**src/rtl/fsr_pkg.sv**
```systemverilog
package fsr_pkg;

    localparam int FSR_AW = 20;
    localparam int FSR_DW = 16;
    localparam int DQ_POLL_BIT = 7;
    localparam int DQ_TOG_BIT  = 6;

    typedef enum logic [1:0] {
        OP_PROG = 2'd0,
        OP_SECT = 2'd1,
        OP_BLK  = 2'd2,
        OP_CHIP = 2'd3
    } op_kind_e;

    typedef struct packed {
        op_kind_e            kind;
        logic [FSR_AW-1:0]   addr;
        logic [FSR_DW-1:0]   word;
    } op_desc_t;

    // 1 = small bank, 0 = large bank
    function automatic logic bank_of(input logic [FSR_AW-1:0] a, input logic [1:0] sel);
        return a[FSR_AW-1 -: 2] == sel;
    endfunction

    // bit 1 = small bank busy, bit 0 = large bank busy
    function automatic logic [1:0] busy_banks(input op_kind_e k,
                                              input logic [FSR_AW-1:0] a,
                                              input logic [1:0] sel);
        logic [1:0] m;
        if (k == OP_CHIP)       m = 2'b11;
        else if (bank_of(a, sel)) m = 2'b10;
        else                    m = 2'b01;
        return m;
    endfunction

    function automatic logic [FSR_DW-1:0] status_word(input logic [FSR_DW-1:0] arr,
                                                      input op_kind_e k,
                                                      input logic wbit,
                                                      input logic tog);
        logic [FSR_DW-1:0] s;
        s = arr;
        s[DQ_POLL_BIT] = (k == OP_PROG) ? ~wbit : 1'b0;
        s[DQ_TOG_BIT]  = tog;
        return s;
    endfunction

endpackage

```
**src/rtl/fsr_rst_filter.sv**
```systemverilog
module fsr_rst_filter #(
    parameter int MIN_CYC = 4
) (
    input  logic clk,
    input  logic rst,
    input  logic hw_rst_n,
    output logic abort
);
    localparam int CW = $clog2(MIN_CYC + 1);
    localparam logic [CW-1:0] LIM = CW'(MIN_CYC - 1);

    logic [CW-1:0] low_cnt;

    always_ff @(posedge clk) begin
        if (rst)              low_cnt <= '0;
        else if (hw_rst_n)    low_cnt <= '0;
        else if (low_cnt != LIM) low_cnt <= low_cnt + 1'b1;
    end

    assign abort = !hw_rst_n && (low_cnt == LIM);

    // once qualified, the abort persists for as long as the pin stays low
    hold_qual_chk: assert property (@(posedge clk) disable iff (rst)
        abort |=> (abort || hw_rst_n));

endmodule

```
**src/rtl/fsr_op_tracker.sv**
```systemverilog
module fsr_op_tracker
    import fsr_pkg::*;
#(
    parameter logic [1:0] BANK_SEL = 2'b11
) (
    input  logic                clk,
    input  logic                rst,
    input  logic                start,
    input  op_desc_t            req,
    input  logic                done,
    input  logic                abort,
    input  logic                pin_low,
    input  logic                rd_strobe,
    input  logic [FSR_AW-1:0]   rd_addr,
    output logic                busy,
    output op_desc_t            cur,
    output logic [1:0]          bmask,
    output logic                toggle,
    output logic                commit,
    output logic                rd_hit
);
    logic accept;

    assign accept = start && !busy && !abort && !pin_low;
    assign commit = done && busy && !abort;
    assign bmask  = busy_banks(cur.kind, cur.addr, BANK_SEL);
    assign rd_hit = rd_strobe && busy && bmask[bank_of(rd_addr, BANK_SEL)];

    always_ff @(posedge clk) begin
        if (rst) begin
            busy <= 1'b0;
            cur  <= '0;
        end else if (abort) begin
            busy <= 1'b0;
        end else if (accept) begin
            busy <= 1'b1;
            cur  <= req;
        end else if (commit) begin
            busy <= 1'b0;
        end
    end

    always_ff @(posedge clk) begin
        if (rst)          toggle <= 1'b0;
        else if (accept)  toggle <= 1'b0;
        else if (rd_hit)  toggle <= ~toggle;
    end


    toggle_flip_chk: assert property (@(posedge clk) disable iff (rst)
        rd_hit |=> toggle != $past(toggle));


    toggle_idle_chk: assert property (@(posedge clk) disable iff (rst)
        (!busy && !start) |=> $stable(toggle));


    ignore_start_chk: assert property (@(posedge clk) disable iff (rst)
        (busy && start && !abort && !done) |=> (busy && cur == $past(cur)));


    abort_clear_chk: assert property (@(posedge clk) disable iff (rst)
        abort |=> !busy);


    idle_done_chk: assert property (@(posedge clk) disable iff (rst)
        (!busy && !start && done) |=> !busy);

endmodule

```
**src/rtl/fsr_array_model.sv**
```systemverilog
module fsr_array_model
    import fsr_pkg::*;
#(
    parameter int         IDX_W    = 3,
    parameter logic [1:0] BANK_SEL = 2'b11
) (
    input  logic                clk,
    input  logic                rst,
    input  logic                commit,
    input  op_desc_t            cur,
    input  logic [1:0]          bmask,
    input  logic [FSR_AW-1:0]   rd_addr,
    output logic [FSR_DW-1:0]   rd_word
);
    localparam int DEPTH = 1 << IDX_W;
    localparam int NBANK = 2;

    logic [FSR_DW-1:0] bank_rd [NBANK];
    logic [IDX_W-1:0]  wr_idx;
    logic              wr_bank;

    assign wr_idx  = cur.addr[IDX_W-1:0];
    assign wr_bank = bank_of(cur.addr, BANK_SEL);

    for (genvar b = 0; b < NBANK; b++) begin : g_bank
        logic [FSR_DW-1:0] mem [DEPTH];

        always_ff @(posedge clk) begin
            if (rst) begin
                for (int i = 0; i < DEPTH; i++) mem[i] <= '1;
            end else if (commit) begin
                if (cur.kind == OP_PROG) begin
                    if (wr_bank == 1'(b)) mem[wr_idx] <= mem[wr_idx] & cur.word;
                end else if (bmask[b]) begin
                    for (int i = 0; i < DEPTH; i++) mem[i] <= '1;
                end
            end
        end

        assign bank_rd[b] = mem[rd_addr[IDX_W-1:0]];


        erase_fill_chk: assert property (@(posedge clk) disable iff (rst)
            (commit && cur.kind != OP_PROG && bmask[b])
                |=> (mem[0] == '1 && mem[DEPTH-1] == '1));


        prog_and_chk: assert property (@(posedge clk) disable iff (rst)
            (commit && cur.kind == OP_PROG && wr_bank == 1'(b))
                |=> mem[$past(wr_idx)] == ($past(mem[wr_idx]) & $past(cur.word)));
    end

    // read port selects the bank from the top address bits
    assign rd_word = bank_rd[bank_of(rd_addr, BANK_SEL)];

endmodule

```
**src/rtl/fsr_status_unit.sv**
```systemverilog
module fsr_status_unit
    import fsr_pkg::*;
#(
    parameter int         IDX_W       = 3,
    parameter logic [1:0] BANK_SEL    = 2'b11,
    parameter int         RST_MIN_CYC = 4
) (
    input  logic              clk,
    input  logic              rst,
    input  logic              op_start,
    input  logic [1:0]        op_kind,
    input  logic [19:0]       op_addr,
    input  logic [15:0]       op_word,
    input  logic              op_done,
    input  logic              rd_strobe,
    input  logic [19:0]       rd_addr,
    output logic [15:0]       rd_data,
    input  logic              ce_n,
    input  logic              hw_rst_n,
    output logic              busy_pull
);
    op_desc_t          req;
    op_desc_t          cur;
    logic              abort;
    logic              busy;
    logic [1:0]        bmask;
    logic              toggle;
    logic              commit;
    logic              rd_hit;
    logic [FSR_DW-1:0] arr_word;

    assign req = '{kind: op_kind_e'(op_kind), addr: op_addr, word: op_word};

    fsr_rst_filter #(.MIN_CYC(RST_MIN_CYC)) i_filter (
        .clk      (clk),
        .rst      (rst),
        .hw_rst_n (hw_rst_n),
        .abort    (abort)
    );

    fsr_op_tracker #(.BANK_SEL(BANK_SEL)) i_tracker (
        .clk       (clk),
        .rst       (rst),
        .start     (op_start),
        .req       (req),
        .done      (op_done),
        .abort     (abort),
        .pin_low   (!hw_rst_n),
        .rd_strobe (rd_strobe),
        .rd_addr   (rd_addr),
        .busy      (busy),
        .cur       (cur),
        .bmask     (bmask),
        .toggle    (toggle),
        .commit    (commit),
        .rd_hit    (rd_hit)
    );

    fsr_array_model #(.IDX_W(IDX_W), .BANK_SEL(BANK_SEL)) i_array (
        .clk      (clk),
        .rst      (rst),
        .commit   (commit),
        .cur      (cur),
        .bmask    (bmask),
        .rd_addr  (rd_addr),
        .rd_word  (arr_word)
    );

    always_ff @(posedge clk) begin
        if (rst)            rd_data <= '0;
        else if (rd_strobe) rd_data <= rd_hit
                                       ? status_word(arr_word, cur.kind, cur.word[DQ_POLL_BIT], toggle)
                                       : arr_word;
    end

    assign busy_pull = busy && !ce_n && hw_rst_n;


    prog_poll_chk: assert property (@(posedge clk) disable iff (rst)
        (rd_hit && cur.kind == OP_PROG) |=> rd_data[DQ_POLL_BIT] == !$past(cur.word[DQ_POLL_BIT]));


    erase_poll_chk: assert property (@(posedge clk) disable iff (rst)
        (rd_hit && cur.kind != OP_PROG) |=> rd_data[DQ_POLL_BIT] == 1'b0);


    idle_read_chk: assert property (@(posedge clk) disable iff (rst)
        (rd_strobe && !busy) |=> rd_data == $past(arr_word));


    read_hold_chk: assert property (@(posedge clk) disable iff (rst)
        !rd_strobe |=> $stable(rd_data));


    pin_release_chk: assert property (@(posedge clk) disable iff (rst)
        (ce_n || !hw_rst_n || !busy) |-> !busy_pull);

endmodule

```
**config.mk**
```make
export PLATFORM = sky130hd
export DESIGN_NAME = fsr_status_unit
export DESIGN_NICKNAME = d
export VERILOG_FILES = /design/src/rtl/fsr_pkg.sv /design/src/rtl/fsr_rst_filter.sv /design/src/rtl/fsr_op_tracker.sv /design/src/rtl/fsr_array_model.sv /design/src/rtl/fsr_status_unit.sv
export SDC_FILE = /design/constraint.sdc
export NUM_CORES = 1
export LEC_CHECK = 0
export BUFFER_PORTS_ARGS = -buffer_cell sky130_fd_sc_hd__buf_2
export CORE_MARGIN = 2
export CORE_UTILIZATION = 57
export CTS_BUF_LIST = sky130_fd_sc_hd__clkbuf_8
export DETAILED_ROUTE_END_ITERATION = 7
export GPL_TIMING_DRIVEN = 0
export PLACE_DENSITY = 0.85
export SETUP_SLACK_MARGIN = 0.3
export SYNTH_ARGS = -nofsm -noshare
export SYNTH_HDL_FRONTEND = slang
export SYNTH_SLANG_ARGS = --single-unit
```
**constraint.sdc**
```tcl
create_clock -name clk -period 5.6 [get_ports clk]
set_clock_uncertainty 0.2 [all_clocks]
set_input_delay 0.28 -clock clk [delete_from_list [all_inputs] [get_ports clk]]
set_output_delay 0.28 -clock clk [all_outputs]
set_load 0.1 [all_outputs]
```
==> flow_metrics.env, run 1 <==
export IMPL_outcome="completed"
export IMPL_fp_row_count=59
export IMPL_slew_headroom=0.2754
export IMPL_final_util=0.6642
export IMPL_die_h_um=166.3
export IMPL_seq_area_frac_synth=0.5747
export IMPL_io_buffers=48
export IMPL_drv_cap=0
export IMPL_drt_pre_antenna_iters=6
export IMPL_synthesis_area_um2=15010
export IMPL_setup_viol=0
export IMPL_arrival_ns=3.22
export IMPL_synth_main_ff_cell="edfxtp_1"
export IMPL_cts_inserted_buffers=49
export IMPL_slowest_stage="a21oi_1"
export IMPL_synth_top_area_cell="edfxtp_1"
export IMPL_die_w_um=166.3
export IMPL_ys_top_cells_by_count="nand2_1, edfxtp_1, mux4_2"
export IMPL_finalNetCount=1269
export IMPL_hold_violations=0
export IMPL_hp_class="in2reg"
export IMPL_antenna_cells=0
export IMPL_antenna_found_initial=0
export IMPL_drc=0
export IMPL_cts_tree="yes"
export IMPL_drtIter0Drc=1476
export IMPL_dpl_hpwl_um=28600
export IMPL_drive_gt1_frac=0.3280
export IMPL_overflow=0
export IMPL_vias=10310
export IMPL_peakVddDrop_v=0.0002110
export IMPL_required_ns=5.75
export IMPL_synthesis_nets=1123
export IMPL_dpl_instance_area_um2=16010
export IMPL_clk_latency_ns=0.60
export IMPL_drt_antenna_violating_nets=0
export IMPL_synth_edf_count=256
export IMPL_viasPerCell=6.543
export IMPL_start_kind="register"
export IMPL_crit_fanout=10
export IMPL_p_per_area_nw_per_um2=277.9
export IMPL_syn2layout_area_growth_pct=14.96
export IMPL_ys_types=45
export IMPL_syn_avg_cell_area_um2=14.22
export IMPL_synthTopCellsByArea="edfxtp_1, mux4_2, nand2_1, dfxtp_1, nand2_4"
export IMPL_routabilityCongestion=0.8764
export IMPL_start_util=0.5778
export IMPL_grt_max_degree=16
export IMPL_async_reset_ff_frac=0
export IMPL_pin_count=82
export IMPL_postCtsResizedCells=0
export IMPL_worst_slew_pin_slew_ns=1.087
export IMPL_synth_most_common_cell="nand2_1"
export IMPL_timing_final_crit_share=0.5480
export IMPL_first_global_vias=10700
export IMPL_p_leak_uw=0.004631
export IMPL_drv_slew=0
export IMPL_cts_max_level=2
export IMPL_clock_fmax_mhz=325.9
export IMPL_cpMostUsedCell="ha_1"
export IMPL_cpPeakStageDelay_ns=0.84
export IMPL_wire_per_inst_um=26.31
export IMPL_track_usage=0.3081
export IMPL_yosysWarningCount=0
export IMPL_clkTransAtPathRegs_ns=0.06
export IMPL_final_area_um2=17260
export IMPL_crit_type="reg2reg"
export IMPL_dieArea_um2=27650
export IMPL_crit_path_end_kind="register"
export IMPL_synth_top_area_share=0.5120
export IMPL_fin_crit_ns=3.069
export IMPL_yosys_register_bits=303
export IMPL_clkSinkCount=303
export IMPL_core_area_um2=25980
export IMPL_detail_route_wirelength_um=41460
export IMPL_clock_path_buffers=3
export IMPL_clockRootBuffer="clkbuf_8"
export IMPL_grt_setup_unrepaired="no"
export IMPL_grt_pass1_wl_um=62930
export IMPL_synthesis_instances=1056
export IMPL_setup_tns_ns=0
export IMPL_path_cells="ha_1, ha_1, nor2b_4, nor2_1, a21oi_1, o21ai_2, buf_8"
## worst max-delay path, delay by kind of cell, from the launching register on
kind / cells / cell delay (ns)
AOI/OAI and AO/OA: 2 / 1.21
DFF: 1 / 0.35
buffers and inverters: 1 / 0.27
adders and majority gates: 2 / 0.42
and+or+nand+nor: 2 / 0.37
## stage by stage
| stage | power [uW] | setup slack [ns] | cells | hold slack (ns) |
|---|---|---|---|---|
| 6_report | 4796 | 2.531 | 1576 | 0.1252 |
| 5_1_grt | 4911 | 2.374 | 1576 | 0.1360 |
| 4_1_cts | 4779 | 2.556 | 1576 | 0.1075 |
| 3_5_place_dp | 2966 | 2.586 | 1455 | 0.2517 |
| 3_3_place_gp | 2932 | 1.123 | 1439 | 0.2392 |
| 2_1_floorplan | 2815 | 2.375 | 1056 | 0.1593 |
## flip-flops by register name, summed over array words and instances, names as in the netlist, named ones only
register and flops:
i_tracker.cur 23, i_tracker.toggle 1, i_filter.low_cnt 3, i_array.g_bank.mem 256
rd_data 16, i_tracker.busy 1
## placed cells by master (no fill, tap or decap), drive strengths merged, types with 4 or more instances in the layout
master and n:
a22oi 4, nor3 5, inv 23, a22o 28
o21ai 30, dlygate4sd3 31, nand3 4, buf 108
clkbuf 82, a21oi 44, mux2 32, clkinv 11
dfxtp 47, edfxtp 256, mux4 128, nor2 26
nand2 361
## metal layers
| metal | wire length, um | global-route usage | vias to the layer above | share of wire |
|---|---|---|---|---|
| met1 | 13990 | 0.3948 | 5090 | 0.34 |
| met5 | 0 | 0 | - | 0 |
| met3 | 5393 | 0.08508 | 136 | 0.13 |
| met4 | 2203 | 0.1533 | 0 | 0.053 |
| li1 | - | - | 4297 | - |
| met2 | 19870 | 0.4903 | 789 | 0.48 |
## path summary, 6_finish.rpt
kind | start | to | slack, ns | cells after the start
worst max-delay path | i_filter.low_cnt[0] | i_array.g_bank[0].mem[7][11] | 2.53 | 7
worst min-delay path | rst | i_filter.low_cnt[2] | 0.13 | 3
worst max register to register | i_filter.low_cnt[0] | i_array.g_bank[0].mem[7][11] | 2.53 | 7
worst min register to register | rd_data[15] | rd_data[15] | 0.26 | 2
## cells by family after synthesis
kind of cell    after synthesis  synth area share
compound gates              109           0.04450
simple gates                405            0.1317
fa+ha+maj                     4          0.003000
buf+inv                      70           0.02675
flops                       303            0.5747
xor+xnor                      3          0.001750
mux                         162            0.2176
## report_power, final
part	internal, uW	leakage (uW)	switching (uW)
Clock	943	0.000560	905
Combinational	147	0.00192	310
Sequential	2460	0.00216	28.4
## final cells by class
type                    instances  area (um2)
fillers                      1757        8726
flip-flops and latches        303        8628
multi-input cells             683        6043
repair buffers                 95       828.3
clock buffers                  58       798.3
well taps                     335       419.2
plain buffers                  68       394.1
clock inverters                32       140.1
inverters                       2       7.507
## timing repair
action | 4_1_cts | 5_1_grt
endpoints found under the hold margin | 34 | 0
hold buffers | 31 | 0
setup buffers | 0 | 0
No activity file was read; power rests on OpenSTA's default activity.
==> run 2: changes to the inputs <==
==> constraint.sdc (replaced) <==
create_clock -name clk -period 3.1 [get_ports clk]
set_clock_uncertainty 0.2 [all_clocks]
set_input_delay 0.155 -clock clk [delete_from_list [all_inputs] [get_ports clk]]
set_output_delay 0.155 -clock clk [all_outputs]
set_load 0.1 [all_outputs]
==> run 2 against run 1 <==
- worst hold slack got worse by 0.092 ns
- flip-flop and latch count unchanged
- clock power grew 90%
- first-iteration DRC count decreased by 9.6%
- combinational power up 84%
- power grew 85%
- critical path type unchanged
- largest cell class unchanged
==> flow_metrics.env, run 2 (synthesis gave the netlist of run 1 again) <==
export IMPL_drtIter0Drc=1335
export IMPL_first_global_vias=10760
export IMPL_worst_slew_pin_slew_ns=1.010
export IMPL_viasPerCell=6.580
export IMPL_arrival_ns=2.94
export IMPL_grt_pass1_wl_um=63020
export IMPL_clkTransAtPathRegs_ns=0.07
export IMPL_pin_count=82
export IMPL_clkSinkCount=303
export IMPL_grt_busiest_layer="met2"
export IMPL_setup_slack_ns=0.2815
export IMPL_grt_max_degree=17
export IMPL_drt_antenna_violating_nets=0
export IMPL_seqCellArea_um2=8628
export IMPL_drc=0
export IMPL_wire_per_inst_um=26.51
export IMPL_clock_fmax_mhz=354.8
export IMPL_outcome="completed"
export IMPL_required_ns=3.22
export IMPL_slew_headroom=0.3265
export IMPL_cts_inserted_buffers=47
export IMPL_p_sw_uw=2231
export IMPL_cpPeakStageDelay_ns=0.80
export IMPL_die_w_um=166.3
export IMPL_crit_fanout=10
export IMPL_top_regs="i_array.g_bank.mem x256, i_tracker.cur x23, rd_data x16"
export IMPL_combPwrFrac=0.095
export IMPL_drv_slew=0
export IMPL_use_met3=0.06816
export IMPL_antenna_cells=0
export IMPL_fp_row_count=59
export IMPL_fin_hold_ws_ns=0.03366
export IMPL_core_area_um2=25980
export IMPL_crit_family="buffers and inverters"
export IMPL_clock_path_buffers=3
export IMPL_clockRootBuffer="clkbuf_8"
export IMPL_path_cells="buf_2, buf_1, mux4_2, mux2_2, nand2_4, nand2_1"
export IMPL_start_util=0.5778
export IMPL_detail_route_wirelength_um=41840
export IMPL_peakVddDrop_v=0.0003766
export IMPL_track_usage=0.3071
export IMPL_slowest_stage="buf_1"
export IMPL_p_per_area_nw_per_um2=507.4
export IMPL_grt_setup_unrepaired="yes"
export IMPL_largest_reg_flops=256
export IMPL_cp_buffers_inverters=2
export IMPL_syn2layout_area_growth_pct=16.18
export IMPL_hp_class="in2reg"
export IMPL_top_register="i_array.g_bank.mem"
export IMPL_fillers=1728
export IMPL_overflow=0
export IMPL_swShare=0.2521
export IMPL_cts_tree="yes"
export IMPL_use_met1=0.3925
export IMPL_multi_input_area_um2=6131
export IMPL_dieArea_um2=27650
export IMPL_cts_max_level=2
export IMPL_p_leak_uw=0.004672
export IMPL_grt_use_met2=0.4922
export IMPL_layout_commonest_cell="nand2_1"
export IMPL_vias=10380
export IMPL_p_clk_frac=0.397
export IMPL_crit_path_end_kind="register"
export IMPL_hold_violations=0
export IMPL_die_h_um=166.3
export IMPL_post_place_ws_ns=-0.02659
export IMPL_drt_pre_antenna_iters=6
export IMPL_timing_final_crit_share=0.9092
export IMPL_p_int_uw=6619
export IMPL_io_buffers=48
export IMPL_finalNetCount=1272
export IMPL_dpl_hpwl_um=28760
export IMPL_setup_viol=0
export IMPL_seq_power_share=0.508
export IMPL_drv_cap=0
export IMPL_antenna_found_initial=0
export IMPL_routabilityCongestion=0.9157
export IMPL_crit_type="reg2reg"
export IMPL_start_kind="register"
export IMPL_drive_gt1_frac=0.3339
export IMPL_fin_crit_ns=2.819
export IMPL_clk_latency_ns=0.60
export IMPL_final_cell_mix="nand2_1, edfxtp_1, mux4_2, buf_2, clkbuf_8"
run 2: cell count changes in the layout (fill, tap and decap cells not counted), moves of 3 or more:
cell / change
nor2_2: -4
bufinv_16: +3
buf_8: -3
o21ai_2: -5
nor2_4: +4
clkinv_1: -4
inv_1: -5
o21ai_4: +5
dlygate4sd3_1: +5
clkinv_2: +5
run 2: layout make-up:
class | count | area share
Buffer | 68 | 0.02274
Clock buffer | 56 | 0.04419
Clock inverter | 31 | 0.01248
Inverter | 2 | 0.0004304
Multi-Input combinational cell | 683 | 0.3515
Sequential cell | 303 | 0.4947
Tap cell | 335 | 0.02403
Timing Repair Buffer | 100 | 0.05000
run 2: routing by layer:
layer	up-vias	routed length (um)
li1	4294	-
met1	5056	13910
met2	842	19660
met3	192	5360
met4	0	2909
met5	-	0
run 2: timing repair:
| action | 4_1_cts | 5_1_grt |
|---|---|---|
| endpoints found under the setup margin | 278 | 158 |
| hold buffers | 36 | 0 |
| endpoints found under the hold margin | 38 | 0 |
| setup buffers | 0 | 2 |
| resized for setup | 7 | 8 |
| cloned | 0 | 0 |
run 2: path summary, 6_finish.rpt:
| path | from | to | slack, ns | cells past startpoint |
|---|---|---|---|---|
| worst min-delay path | rst | i_array.g_bank[0].mem[4][5] | 0.03 | 5 |
| worst min register to register | rd_data[10] | rd_data[10] | 0.26 | 2 |
| worst max register to register | register | i_array.g_bank[0].mem[1][3] | 0.28 | 6 |
| worst max-delay path | register | i_array.g_bank[0].mem[1][3] | 0.28 | 6 |
run 2: tightest hold or removal path: cells and delay by family:
family	cells	cell delay, ns
buffers and inverters	1	0.15
and+or+nand+nor	4	0.41
run 2: power groups by stage:
stage,combinational (uW),sequential [uW],clock [uW]
floorplan,399,4690,0
global placement,705,4590,0
detailed placement,769,4580,0
CTS,811,4500,3520
global route,875,4500,3660
finish,839,4500,3510
run 2: through the flow:
step	std cells	util	power (uW)	setup TNS [ns]	instance area, um2
after CTS	1576	0.6685	8825	0	17370
final	1578	0.6713	8851	0	17440
after detailed placement	1453	0.6148	5351	-0.4647	15980
after global placement	1439	0.6031	5294	-172.34	15670
after global routing	1578	0.6713	9039	0	17440
after floorplan	1056	-	5085	-10.78	15010
